--- config.mk ---
export PLATFORM = sky130hd
export DESIGN_NAME = pm_event_sci
export DESIGN_NICKNAME = d
export VERILOG_FILES = /design/src/rtl/pm_evt_pkg.sv /design/src/rtl/pm_win_decode.sv /design/src/rtl/pm_timer.sv /design/src/rtl/pm_evt_regs.sv /design/src/rtl/pm_event_sci.sv
export SDC_FILE = /design/constraint.sdc
export NUM_CORES = 1
export LEC_CHECK = 0
export ABC_AREA = 0
export ABC_CLOCK_PERIOD_IN_PS = 9210
export BUFFER_PORTS_ARGS = -buffer_cell sky130_fd_sc_hd__buf_2
export CORE_ASPECT_RATIO = 2
export CORE_MARGIN = 1
export CORE_UTILIZATION = 40
export CTS_CLUSTER_DIAMETER = 100
export CTS_CLUSTER_SIZE = 16
export DETAILED_ROUTE_END_ITERATION = 6
export SYNTH_ARGS = -nofsm -noshare
export SYNTH_HDL_FRONTEND = slang
export SYNTH_HIERARCHICAL = 1
export SYNTH_SLANG_ARGS = --single-unit
--- constraint.sdc ---
create_clock -name clk -period 9.21 [get_ports clk]
set_input_delay 1.842 -clock clk [delete_from_list [all_inputs] [get_ports clk]]
set_output_delay 1.842 -clock clk [all_outputs]
set_load 0.05 [all_outputs]
--- src/rtl/pm_evt_pkg.sv ---
package pm_evt_pkg;
    // status/enable bit positions (shared by decode, status logic and bench)
    localparam int TMR_BIT    = 0;
    localparam int GLBL_BIT   = 5;
    localparam int PWRBTN_BIT = 8;
    localparam int RTC_BIT    = 10;
    localparam logic [15:0] EVT_MASK = 16'h0521;

    // byte offsets inside the window
    localparam int OFS_STS = 'h00;
    localparam int OFS_EN  = 'h02;
    localparam int OFS_CTL = 'h04;
    localparam int OFS_TMR = 'h08;

    typedef enum logic [2:0] {
        SEL_NONE,
        SEL_STS,
        SEL_EN,
        SEL_CTL,
        SEL_TMR
    } reg_sel_e;

    typedef struct packed {
        logic [15:0] sts;
        logic [15:0] en;
        logic [15:0] ctl;
        logic [2:0]  ev_prev;   // {rtc, pwrbtn, glbl}
    } evt_state_t;
endpackage

--- src/rtl/pm_win_decode.sv ---
module pm_win_decode
    import pm_evt_pkg::*;
#(
    parameter int ADDR_W   = 16,
    parameter int WIN_BITS = 6
) (
    input  logic [ADDR_W-1:0] io_addr,
    input  logic [ADDR_W-1:0] base,
    input  logic              win_en,
    output logic              hit,
    output reg_sel_e          sel
);
    localparam logic [ADDR_W-1:0] BASE_MASK =
        {{(ADDR_W-WIN_BITS){1'b1}}, {WIN_BITS{1'b0}}};

    logic [WIN_BITS-1:0] offs;

    always_comb begin
        offs = io_addr[WIN_BITS-1:0];
        hit  = win_en && ((io_addr & BASE_MASK) == (base & BASE_MASK));
        sel  = SEL_NONE;
        if (hit) begin
            case (int'(offs))
                OFS_STS: sel = SEL_STS;
                OFS_EN:  sel = SEL_EN;
                OFS_CTL: sel = SEL_CTL;
                OFS_TMR: sel = SEL_TMR;
                default: sel = SEL_NONE;
            endcase
        end
    end
endmodule

--- src/rtl/pm_timer.sv ---
module pm_timer #(
    parameter int TMR_W = 24
) (
    input  logic             clk,
    input  logic             rst_n,
    input  logic             tick_en,
    output logic [TMR_W-1:0] cnt,
    output logic             msb_flip
);
    localparam int MSB = TMR_W - 1;

    logic [TMR_W-1:0] cnt_d, cnt_q;

    always_comb begin
        cnt_d    = tick_en ? cnt_q + TMR_W'(1) : cnt_q;
        msb_flip = cnt_d[MSB] ^ cnt_q[MSB];
    end

    always_ff @(posedge clk) begin
        if (!rst_n) cnt_q <= '0;
        else        cnt_q <= cnt_d;
    end

    assign cnt = cnt_q;

    assert_tmr_hold_R8: assert property (@(posedge clk) disable iff (!rst_n)
        !tick_en |=> $stable(cnt_q));
    assert_tmr_step_R8: assert property (@(posedge clk) disable iff (!rst_n)
        tick_en |=> (cnt_q == $past(cnt_q) + TMR_W'(1)));
    assert_msb_carry_R9: assert property (@(posedge clk) disable iff (!rst_n)
        (cnt_q[MSB] != $past(cnt_q[MSB])) |-> $past(msb_flip));
endmodule

--- src/rtl/pm_evt_regs.sv ---
module pm_evt_regs
    import pm_evt_pkg::*;
(
    input  logic        clk,
    input  logic        rst_n,
    input  logic        wr_sts,
    input  logic        wr_en,
    input  logic        wr_ctl,
    input  logic [15:0] wdata,
    input  logic [2:0]  ext_ev,     // {rtc, pwrbtn, glbl}
    input  logic        tmr_flip,
    output logic [15:0] sts,
    output logic [15:0] en,
    output logic [15:0] ctl,
    output logic        sci
);
    evt_state_t  st_d, st_q;
    logic [2:0]  rise;
    logic [15:0] set_vec;

    always_comb begin
        rise                = ext_ev & ~st_q.ev_prev;
        set_vec             = '0;
        set_vec[TMR_BIT]    = tmr_flip;
        set_vec[GLBL_BIT]   = rise[0];
        set_vec[PWRBTN_BIT] = rise[1];
        set_vec[RTC_BIT]    = rise[2];

        st_d         = st_q;
        st_d.ev_prev = ext_ev;
        if (wr_sts) st_d.sts = st_q.sts & ~wdata;
        st_d.sts = (st_d.sts | set_vec) & EVT_MASK;
        if (wr_en)  st_d.en  = wdata & EVT_MASK;
        if (wr_ctl) st_d.ctl = wdata;
    end

    always_ff @(posedge clk) begin
        if (!rst_n) st_q <= '0;
        else        st_q <= st_d;
    end

    assign sts = st_q.sts;
    assign en  = st_q.en;
    assign ctl = st_q.ctl;
    assign sci = |(st_q.sts & st_q.en & EVT_MASK);

    assert_sts_only_by_event_R6: assert property (@(posedge clk) disable iff (!rst_n)
        (set_vec == '0) |=> ((st_q.sts & ~$past(st_q.sts)) == '0));
    assert_sci_cause_R7: assert property (@(posedge clk) disable iff (!rst_n)
        $rose(sci) |-> $past(wr_sts || wr_en || (set_vec != '0)));
    assert_ctl_no_sci_R10: assert property (@(posedge clk) disable iff (!rst_n)
        (wr_ctl && !wr_sts && !wr_en && set_vec == '0) |=> $stable(sci));
endmodule

--- src/rtl/pm_event_sci.sv ---
module pm_event_sci
    import pm_evt_pkg::*;
#(
    parameter int ADDR_W   = 16,
    parameter int WIN_BITS = 6,
    parameter int TMR_W    = 24
) (
    input  logic        clk,
    input  logic        rst_n,
    input  logic [31:0] cfg_base,
    input  logic [7:0]  cfg_misc,
    input  logic [15:0] io_addr,
    input  logic        io_wr,
    input  logic        io_rd,
    input  logic [15:0] io_wdata,
    output logic [31:0] io_rdata,
    output logic        io_hit,
    input  logic        tick_en,
    input  logic        ev_rtc,
    input  logic        ev_pwrbtn,
    input  logic        ev_glbl,
    output logic        sci
);
    reg_sel_e         sel;
    logic [15:0]      sts_v, en_v, ctl_v;
    logic [TMR_W-1:0] tmr_v;
    logic             tmr_flip;
    logic [31:0]      rdata_d, rdata_q, rmux;

    logic unused_cfg_bits;
    assign unused_cfg_bits = ^{cfg_base[31:ADDR_W], cfg_base[WIN_BITS-1:0], cfg_misc[7:1]};

    pm_win_decode #(.ADDR_W(ADDR_W), .WIN_BITS(WIN_BITS)) u_dec (
        .io_addr (io_addr[ADDR_W-1:0]),
        .base    (cfg_base[ADDR_W-1:0]),
        .win_en  (cfg_misc[0]),
        .hit     (io_hit),
        .sel     (sel)
    );

    pm_timer #(.TMR_W(TMR_W)) u_tmr (
        .clk      (clk),
        .rst_n    (rst_n),
        .tick_en  (tick_en),
        .cnt      (tmr_v),
        .msb_flip (tmr_flip)
    );

    pm_evt_regs u_regs (
        .clk      (clk),
        .rst_n    (rst_n),
        .wr_sts   (io_wr && sel == SEL_STS),
        .wr_en    (io_wr && sel == SEL_EN),
        .wr_ctl   (io_wr && sel == SEL_CTL),
        .wdata    (io_wdata),
        .ext_ev   ({ev_rtc, ev_pwrbtn, ev_glbl}),
        .tmr_flip (tmr_flip),
        .sts      (sts_v),
        .en       (en_v),
        .ctl      (ctl_v),
        .sci      (sci)
    );

    always_comb begin
        case (sel)
            SEL_STS: rmux = {16'h0, sts_v};
            SEL_EN:  rmux = {16'h0, en_v};
            SEL_CTL: rmux = {16'h0, ctl_v};
            SEL_TMR: rmux = 32'(tmr_v);
            default: rmux = '0;
        endcase
        rdata_d = (io_rd && io_hit) ? rmux : rdata_q;
    end

    always_ff @(posedge clk) begin
        if (!rst_n) rdata_q <= '0;
        else        rdata_q <= rdata_d;
    end

    assign io_rdata = rdata_q;

    assert_win_gate_R3: assert property (@(posedge clk) disable iff (!rst_n)
        !(io_wr && io_hit) |=> ($stable(en_v) && $stable(ctl_v)));
    assert_no_hit_disabled_R3: assert property (@(posedge clk) disable iff (!rst_n)
        !cfg_misc[0] |-> !io_hit);
endmodule

==> summary.txt, run 1 <==
Outcome: finished clean
CTS tree: built
Worst path arrival time: 3.04 ns
Area grow syn2layout: 9.89%
Clock transition at the registers of the reported paths: 0.06 ns
Cell at the root of the clock tree: sky130_fd_sc_hd__clkbuf_16
Share of the clock period used by the worst path after layout: 53.0%
Die Outline Area: 0.0106 mm²
Via count of the first global-routing pass: 3,068
Starting density of the core: 41.5%
Category of the worst setup path capture point: output pin
Count of max-cap constraint violations: 0
Max Clock Freq: 205 MHz
Final core utilization: 45.6%
Gate Count Post-Synth: 453
Die height: 144 µm
Nets: 574
Global placer's final weighted congestion: 0.830
Post-placement setup slack: 4.29 ns
Relative max-transition margin: 27.7%
Static leakage: 0.00170 µW
Final hold violation count: 0
Total of flip-flops plus latches after synthesis: 75
Largest incremental delay on the critical path: 0.37 ns
First-iteration detailed-routing DRC count: 126
Post-CTS Hold Buffers: 0
Largest net degree at the start of global routing: 48
Startpoint type of the worst setup path: input pin
Num CTS Buffers: 9
EDFF count, synth: 0
DRC violation count after routing: 0
Fraction of power spent switching nets: 23.2%
Shortest period the worst path allows: 4.89 ns
Fin Clk Skew: 0.00658 ns
Ports: 114
Register-to-register path setup slack: 7.04 ns
Cell type with the highest occurrence count on the critical path: sky130_fd_sc_hd__buf_2
Antenna violations before repair: 0
Post-CTS setup buffer count: 0
Number of slew-limit violations in the final report: 0
Slowest cell on the critical path: sky130_fd_sc_hd__nor3_1
Yosys warnings: 6
Wire length of the first global-routing pass: 14,200 µm
Die outline width: 73.1 µm
WS Path Type: in -> out
Worst-path cell chain: buf_2, xnor2_1, nand4_1, nor3_1, buf_2
Proportion of power drawn by the clock network: 47.2%
Main flop type after synthesis: sky130_fd_sc_hd__dfxtp_1
Comb power frac: 5.8%
Post-cts sizing count: 0
Average routed wire per standard cell: 14.0 µm
Standard cell core area: 0.00976 mm²
Relative contribution of sequential cells to total power: 47.0%
CTS HTree Levels: 3
Switching power total: 162 µW
Worst Max-Slew Pin Slew: 1.08 ns
Post-layout worst setup margin: 4.32 ns
Setup TNS: 0 ns
Required time at the worst-slack endpoint: 7.37 ns
Finish-stage setup viols: 0
Number of cells after detailed placement: 614
Worst-path fanout max: 4
Cell area after placement: 0.00417 mm²
Detailed-route via count: 3,113
Post-synthesis cell type count: 45
Residual antenna-violating net count after detailed routing: 0
Total Wirelength: 8820 µm
Number of port buffers: 76
Final std cells w/o fill: 630
Proportion of synthesized flip-flops having asynchronous set or reset: 0%
Drt via density: 4.94
Number of clock sinks: 75
VDD IR-drop max: 0.113 mV
Num rows: 51
Cell Int Power: 539 µW
Total congestion overflow after global routing: 0
Worst min-delay path class: reg -> reg
Clock latency of the later-clocked register in the worst-skew pair: 0.34 ns
Cell area power density: 158 mW/mm²
Syn_area_per_cell: 8.94 µm²
Final antenna diode count: 0
Layout cell share with drive strength beyond 1: 21.7%
Half-perimeter wire length of the detailed placement result: 6540 µm
Synthesized cell area: 0.00405 mm²
DRT Pass-1 Iters: 4
Share of synthesized area occupied by flip-flops and latches: 37.1%
Unrepaired setup endpoints after global routing: no
Buffers from clock root to sink, at most: 2
Overall global routing resource usage: 17.6%
Final Instance Area: 0.00445 mm²
[worst max-delay path: cells and delay by family]
kind,cells,cell delay [ns]
xor+xnor,1,0.15
buf+inv,2,0.44
simple gates,2,0.62
[registers in the layout (all words and copies together), names as in the netlist]
signal	flops
io_rdata	24
u_regs/ctl	16
u_regs/en	4
u_regs/st_q	3
u_regs/sts	4
u_tmr/cnt	24
[layout by cell type, fill, tap and decap left out, types with 4 or more instances in the layout]
master	count
sky130_fd_sc_hd__nand2_1	41
sky130_fd_sc_hd__buf_2	76
sky130_fd_sc_hd__or4_1	5
sky130_fd_sc_hd__clkbuf_16	9
sky130_fd_sc_hd__a21oi_1	11
sky130_fd_sc_hd__nand2b_1	4
sky130_fd_sc_hd__o21ai_0	8
sky130_fd_sc_hd__o221ai_1	16
sky130_fd_sc_hd__xnor2_1	17
sky130_fd_sc_hd__o31ai_1	4
sky130_fd_sc_hd__dfxtp_1	75
sky130_fd_sc_hd__nand3_1	14
sky130_fd_sc_hd__inv_1	21
sky130_fd_sc_hd__and2_1	5
sky130_fd_sc_hd__nor2_1	11
sky130_fd_sc_hd__nor4_1	4
sky130_fd_sc_hd__a22oi_1	18
sky130_fd_sc_hd__nand4_1	7
sky130_fd_sc_hd__a22o_1	16
sky130_fd_sc_hd__conb_1	32
sky130_fd_sc_hd__or3_1	9
sky130_fd_sc_hd__a21boi_0	8
sky130_fd_sc_hd__and3b_1	4
sky130_fd_sc_hd__clkinv_2	4
sky130_fd_sc_hd__nor2b_1	25
sky130_fd_sc_hd__mux2i_1	24
[logic make-up (layout without fill, tap and decap cells)]
logic type,count (synthesis),in the layout,synth area share [%]
compound gates,86,86,16.1
xor+xnor,20,20,4.33
fa+ha+maj,1,1,0.309
buf+inv,101,116,16.1
flops,75,75,37.1
mux,24,24,5.93
other cells,2,32,0.185
simple gates,144,144,20.0
[area by class of cell]
| class | count | area, µm² |
|---|---|---|
| Multi-Input combinational cell | 307 | 2020 |
| Clock buffer | 11 | 253 |
| Inverter | 21 | 78.8 |
| Fill cell | 1011 | 5310 |
| Tap cell | 132 | 165 |
| Clock inverter | 5 | 27.5 |
| Timing Repair Buffer | 79 | 403 |
| Sequential cell | 75 | 1500 |
[synth_stat cells, types with 9 or more instances]
library cell / n / share of area [%]
sky130_fd_sc_hd__nand2_1: 41 / 3.8
sky130_fd_sc_hd__xnor2_1: 17 / 3.7
sky130_fd_sc_hd__inv_1: 21 / 1.9
sky130_fd_sc_hd__o221ai_1: 16 / 3.5
sky130_fd_sc_hd__a22oi_1: 18 / 3.3
sky130_fd_sc_hd__buf_4: 57 / 11
sky130_fd_sc_hd__mux2i_1: 24 / 5.9
sky130_fd_sc_hd__a22o_1: 16 / 3.5
sky130_fd_sc_hd__or3_1: 9 / 1.4
sky130_fd_sc_hd__nor2b_1: 25 / 3.9
sky130_fd_sc_hd__a21oi_1: 11 / 1.4
sky130_fd_sc_hd__nand3_1: 14 / 1.7
sky130_fd_sc_hd__dfxtp_1: 75 / 37
sky130_fd_sc_hd__nor2_1: 12 / 1.1
[power groups by stage]
stage,combinational (µW),clock (µW),sequential (µW)
floorplan,36.3,0,336
global placement,39.6,0,337
detailed placement,40.7,0,337
CTS,40.7,338,330
global route,44.6,349,330
finish,40.5,331,330
[metrics by stage]
stage	total power, µW	hold WS, ns
final	702	0.457
after global routing	723	0.483
after CTS	708	0.462
after detailed placement	378	0.456
after global placement	377	0.451
after floorplan	373	0.443
[worst paths after layout]
kind                startpoint            end  cells past startpoint
setup / recovery   cfg_base[6]         io_hit                      5
hold / removal    io_rdata[22]   io_rdata[22]                      2
setup reg to reg  u_tmr/cnt[0]  u_regs/sts[0]                      5
hold reg to reg   io_rdata[22]   io_rdata[22]                      2
[metal layers]
| layer | wire [µm] | part of all wire, % | global-route usage (%) | up-vias |
|---|---|---|---|---|
| met5 | 0 | 0 | 0 | - |
| met4 | 143 | 1.6 | 7.95 | 0 |
| met3 | 232 | 2.6 | 2.79 | 11 |
| met2 | 4940 | 56 | 34.5 | 52 |
| met1 | 3500 | 40 | 17.3 | 1463 |
| li1 | - | - | - | 1587 |
Note: power is estimated with default switching activity, not from simulation.
==> run 2: changes to the inputs <==
Settings changed: ABC_AREA 0 to 1, ABC_CLOCK_PERIOD_IN_PS 9210 to 4300, PLACE_DENSITY from default to 0.65.
Clock period 9.21 ns to 4.3 ns, I/O delays scaled along.
==> run 2 against run 1 <==
Against the previous run: non-clock buffer count grew 1; global-route usage grew 2.8 points; first-iteration DRC count grew 110%; core utilization shrank 0.94 points; die area grew 10%; hold slack lost 0.029 ns; clock skew is essentially flat; sequential power grew 110%; combinational power grew 100%; count of clock-buffer cells in the layout shrank 2; setup slack lost 2.9 ns; synthesized area grew 11%.
==> summary.txt, run 2 <==
Detailed-route via count: 4,094
Critical Path Source: cfg_base[12]
Share of synthesized area occupied by flip-flops and latches: 33.5%
Half-perimeter wire length of the detailed placement result: 8440 µm
Cell area after placement: 0.00455 mm²
Worst min-delay path class: reg -> reg
Max Clock Freq: 345 MHz
Shortest period the worst path allows: 2.90 ns
Startpoint type of the worst setup path: input pin
Post-synthesis cell type count: 32
Cell at the root of the clock tree: sky130_fd_sc_hd__clkbuf_16
Gate Count Post-Synth: 663
Post-cts sizing count: 0
Final antenna diode count: 0
Residual antenna-violating net count after detailed routing: 0
Die height: 152 µm
Total congestion overflow after global routing: 0
Portion of synthesized cell area occupied by the leading cell type: 33.5%
VDD IR-drop max: 0.209 mV
Nets: 782
Die outline width: 76.8 µm
Number of clock sinks: 75
Final Instance Area: 0.00485 mm²
Total Wirelength: 11,100 µm
Cell area power density: 321 mW/mm²
Worst-path cell chain: buf_2, nor2_1, nor2_1, nor2_1, nand2_1, nor2_2, nand2_2, nor2_1, buf_4, inv_2, nor4_1, nand2_1, nand3_1, o21ai_0
Number of port buffers: 76
Cell type with the highest occurrence count on the critical path: sky130_fd_sc_hd__nor2_1
Num rows: 54
Comb power frac: 5.3%
Required time at the worst-slack endpoint: 4.53 ns
WS Path Type: in -> reg
Wire length of the first global-routing pass: 18,200 µm
Worst Max-Slew Pin Slew: 1.04 ns
Setup TNS: 0 ns
Gate family responsible for the most delay along the worst path: simple AND/OR/NAND/NOR gates
Clock latency of the later-clocked register in the worst-skew pair: 0.35 ns
Synthesized cell area: 0.00448 mm²
Proportion of synthesized flip-flops having asynchronous set or reset: 0%
Most numerous cell types in the synthesized netlist: sky130_fd_sc_hd__nand2_1 (139), sky130_fd_sc_hd__nor2_1 (93), sky130_fd_sc_hd__dfxtp_1 (75)
Number of cells on the worst hold path: 1
Final hold violation count: 0
Total of flip-flops plus latches after synthesis: 75
Outcome: finished clean
Register-to-register path setup slack: 2.63 ns
Syn_area_per_cell: 6.75 µm²
Global placer's final weighted congestion: 0.896
Cell Int Power: 1180 µW
Starting density of the core: 41.2%
Worst-path fanout max: 20
Fin Clk Skew: 0.00617 ns
Die Outline Area: 0.0116 mm²
Static leakage: 0.00241 µW
Worst-case hold path end point: u_regs/sts[10]
Ranking of synthesized cells by area: sky130_fd_sc_hd__dfxtp_1 (34%), sky130_fd_sc_hd__nand2_1 (12%), sky130_fd_sc_hd__buf_4 (10%), sky130_fd_sc_hd__nor2_1 (7.8%), sky130_fd_sc_hd__nand4_1 (6.3%)
Num CTS Buffers: 9
CTS tree: built
Relative max-transition margin: 30.5%
Main flop type after synthesis: sky130_fd_sc_hd__dfxtp_1
Highest-count cells in the layout ignoring fill and taps: sky130_fd_sc_hd__nand2_1 (139), sky130_fd_sc_hd__nor2_1 (92), sky130_fd_sc_hd__buf_2 (76), sky130_fd_sc_hd__dfxtp_1 (75), sky130_fd_sc_hd__inv_1 (57)
Category of the worst setup path capture point: flip-flop
Switching power total: 374 µW
Hold Path Origin: u_regs/st_q[2]
Share of the clock period used by the worst path after layout: 67.4%
Fraction of power spent switching nets: 24.0%
Reg2reg path depth: 8
DRC violation count after routing: 0
Via count of the first global-routing pass: 3,939
Largest net degree at the start of global routing: 57
Overall global routing resource usage: 20.4%
Worst path arrival time: 3.13 ns
Relative contribution of sequential cells to total power: 45.4%
Proportion of power drawn by the clock network: 49.3%
Post-CTS setup buffer count: 0
Yosys warnings: 6
Area grow syn2layout: 8.41%
Leading cell type in the layout, fill and taps excluded: sky130_fd_sc_hd__nand2_1
Unrepaired setup endpoints after global routing: no
Layout cell share with drive strength beyond 1: 16.4%
Most used standard cell by instance count after synthesis: sky130_fd_sc_hd__nand2_1
Slowest cell on the critical path: sky130_fd_sc_hd__nor4_1
R2r startpoint: u_tmr/cnt[0]
Antenna violations before repair: 0
Drt via density: 4.84
DRT Pass-1 Iters: 4
CTS HTree Levels: 3
Largest incremental delay on the critical path: 0.70 ns
Finish-stage setup viols: 0
Number of slew-limit violations in the final report: 0
Worst r2r dst: u_tmr/cnt[20]
Clock transition at the registers of the reported paths: 0.06 ns
Fillers: 1,165
Average routed wire per standard cell: 13.1 µm
Buffers from clock root to sink, at most: 2
EDFF count, synth: 0
First-iteration detailed-routing DRC count: 264
Standard cell core area: 0.0109 mm²
Post-CTS Hold Buffers: 0
Cell type with the largest total area after synthesis: sky130_fd_sc_hd__dfxtp_1
Count of max-cap constraint violations: 0
CP Buf/Inv Count: 3
Ports: 114
## run 2: power by group through the flow
stage                     Combinational [µW]  Sequential, µW  Clock (µW)
after floorplan                         74.1             720           0
after global placement                  80.2             722           0
after detailed placement                82.3             723           0
after CTS                               82.5             707         784
after global routing                    93.1             707         811
final                                   82.5             707         767
## run 2: area by class of cell
cell class	instances	area (µm²)	share of cell area, %
Clock buffer	9	225	4.64
Multi-Input combinational cell	472	2220	45.8
Tap cell	140	175	3.61
Sequential cell	75	1500	30.9
Clock inverter	7	76.3	1.57
Inverter	63	241	4.97
Timing Repair Buffer	80	410	8.45
## run 2: how the worst max path moves through the flow
stage	slack [ns]	end	depth (start not counted)
floorplan	1.33	u_regs/ctl[10]	14
global placement	1.12	u_regs/sts[10]	14
detailed placement	1.10	u_regs/sts[10]	14
CTS	1.46	u_regs/sts[10]	14
global route	1.18	u_regs/sts[8]	14
finish	1.40	u_regs/sts[8]	14
## run 2: kinds of logic (layout without fill, tap and decap cells)
logic type | Yosys count | count (layout) | synth area share (%)
and+or+nand+nor | 341 | 341 | 34.5
buffers and inverters | 146 | 159 | 19.5
AOI/OAI and AO/OA | 96 | 96 | 11.7
DFF | 75 | 75 | 33.5
other | 2 | 32 | 0.168
xor gates and xnor gates | 2 | 2 | 0.391
adders and majority gates | 1 | 1 | 0.279
## run 2: through the flow
step	hold WS, ns	instances	setup slack [ns]	utilization, %	power [µW]
finish	0.428	846	1.40	44.6	1560
global route	0.448	846	1.18	44.6	1610
CTS	0.431	846	1.46	44.6	1570
detailed placement	0.422	830	1.10	41.9	805
global placement	0.406	830	1.12	41.9	802
floorplan	0.399	693	1.33	-	794
## run 2: worst register-to-register path: stages, from the launching register on
cell,delay [ns]
sky130_fd_sc_hd__dfxtp_1,0.43
sky130_fd_sc_hd__ha_1,0.21
sky130_fd_sc_hd__nand3_1,0.11
sky130_fd_sc_hd__nor2_1,0.30
sky130_fd_sc_hd__nand3_1,0.18
sky130_fd_sc_hd__nor2_1,0.17
sky130_fd_sc_hd__nand2_1,0.06
sky130_fd_sc_hd__nand2_1,0.06
sky130_fd_sc_hd__nor2_1,0.05
## run 2: routing by layer
layer	global-route usage, %	wire length [µm]	up-vias	part of all wire (%)
met5	0	0	-	0
met4	15.6	580	0	5.2
met3	4.79	448	34	4.0
met2	38.7	6090	103	55
met1	18.3	4000	1797	36
li1	-	-	2160	-
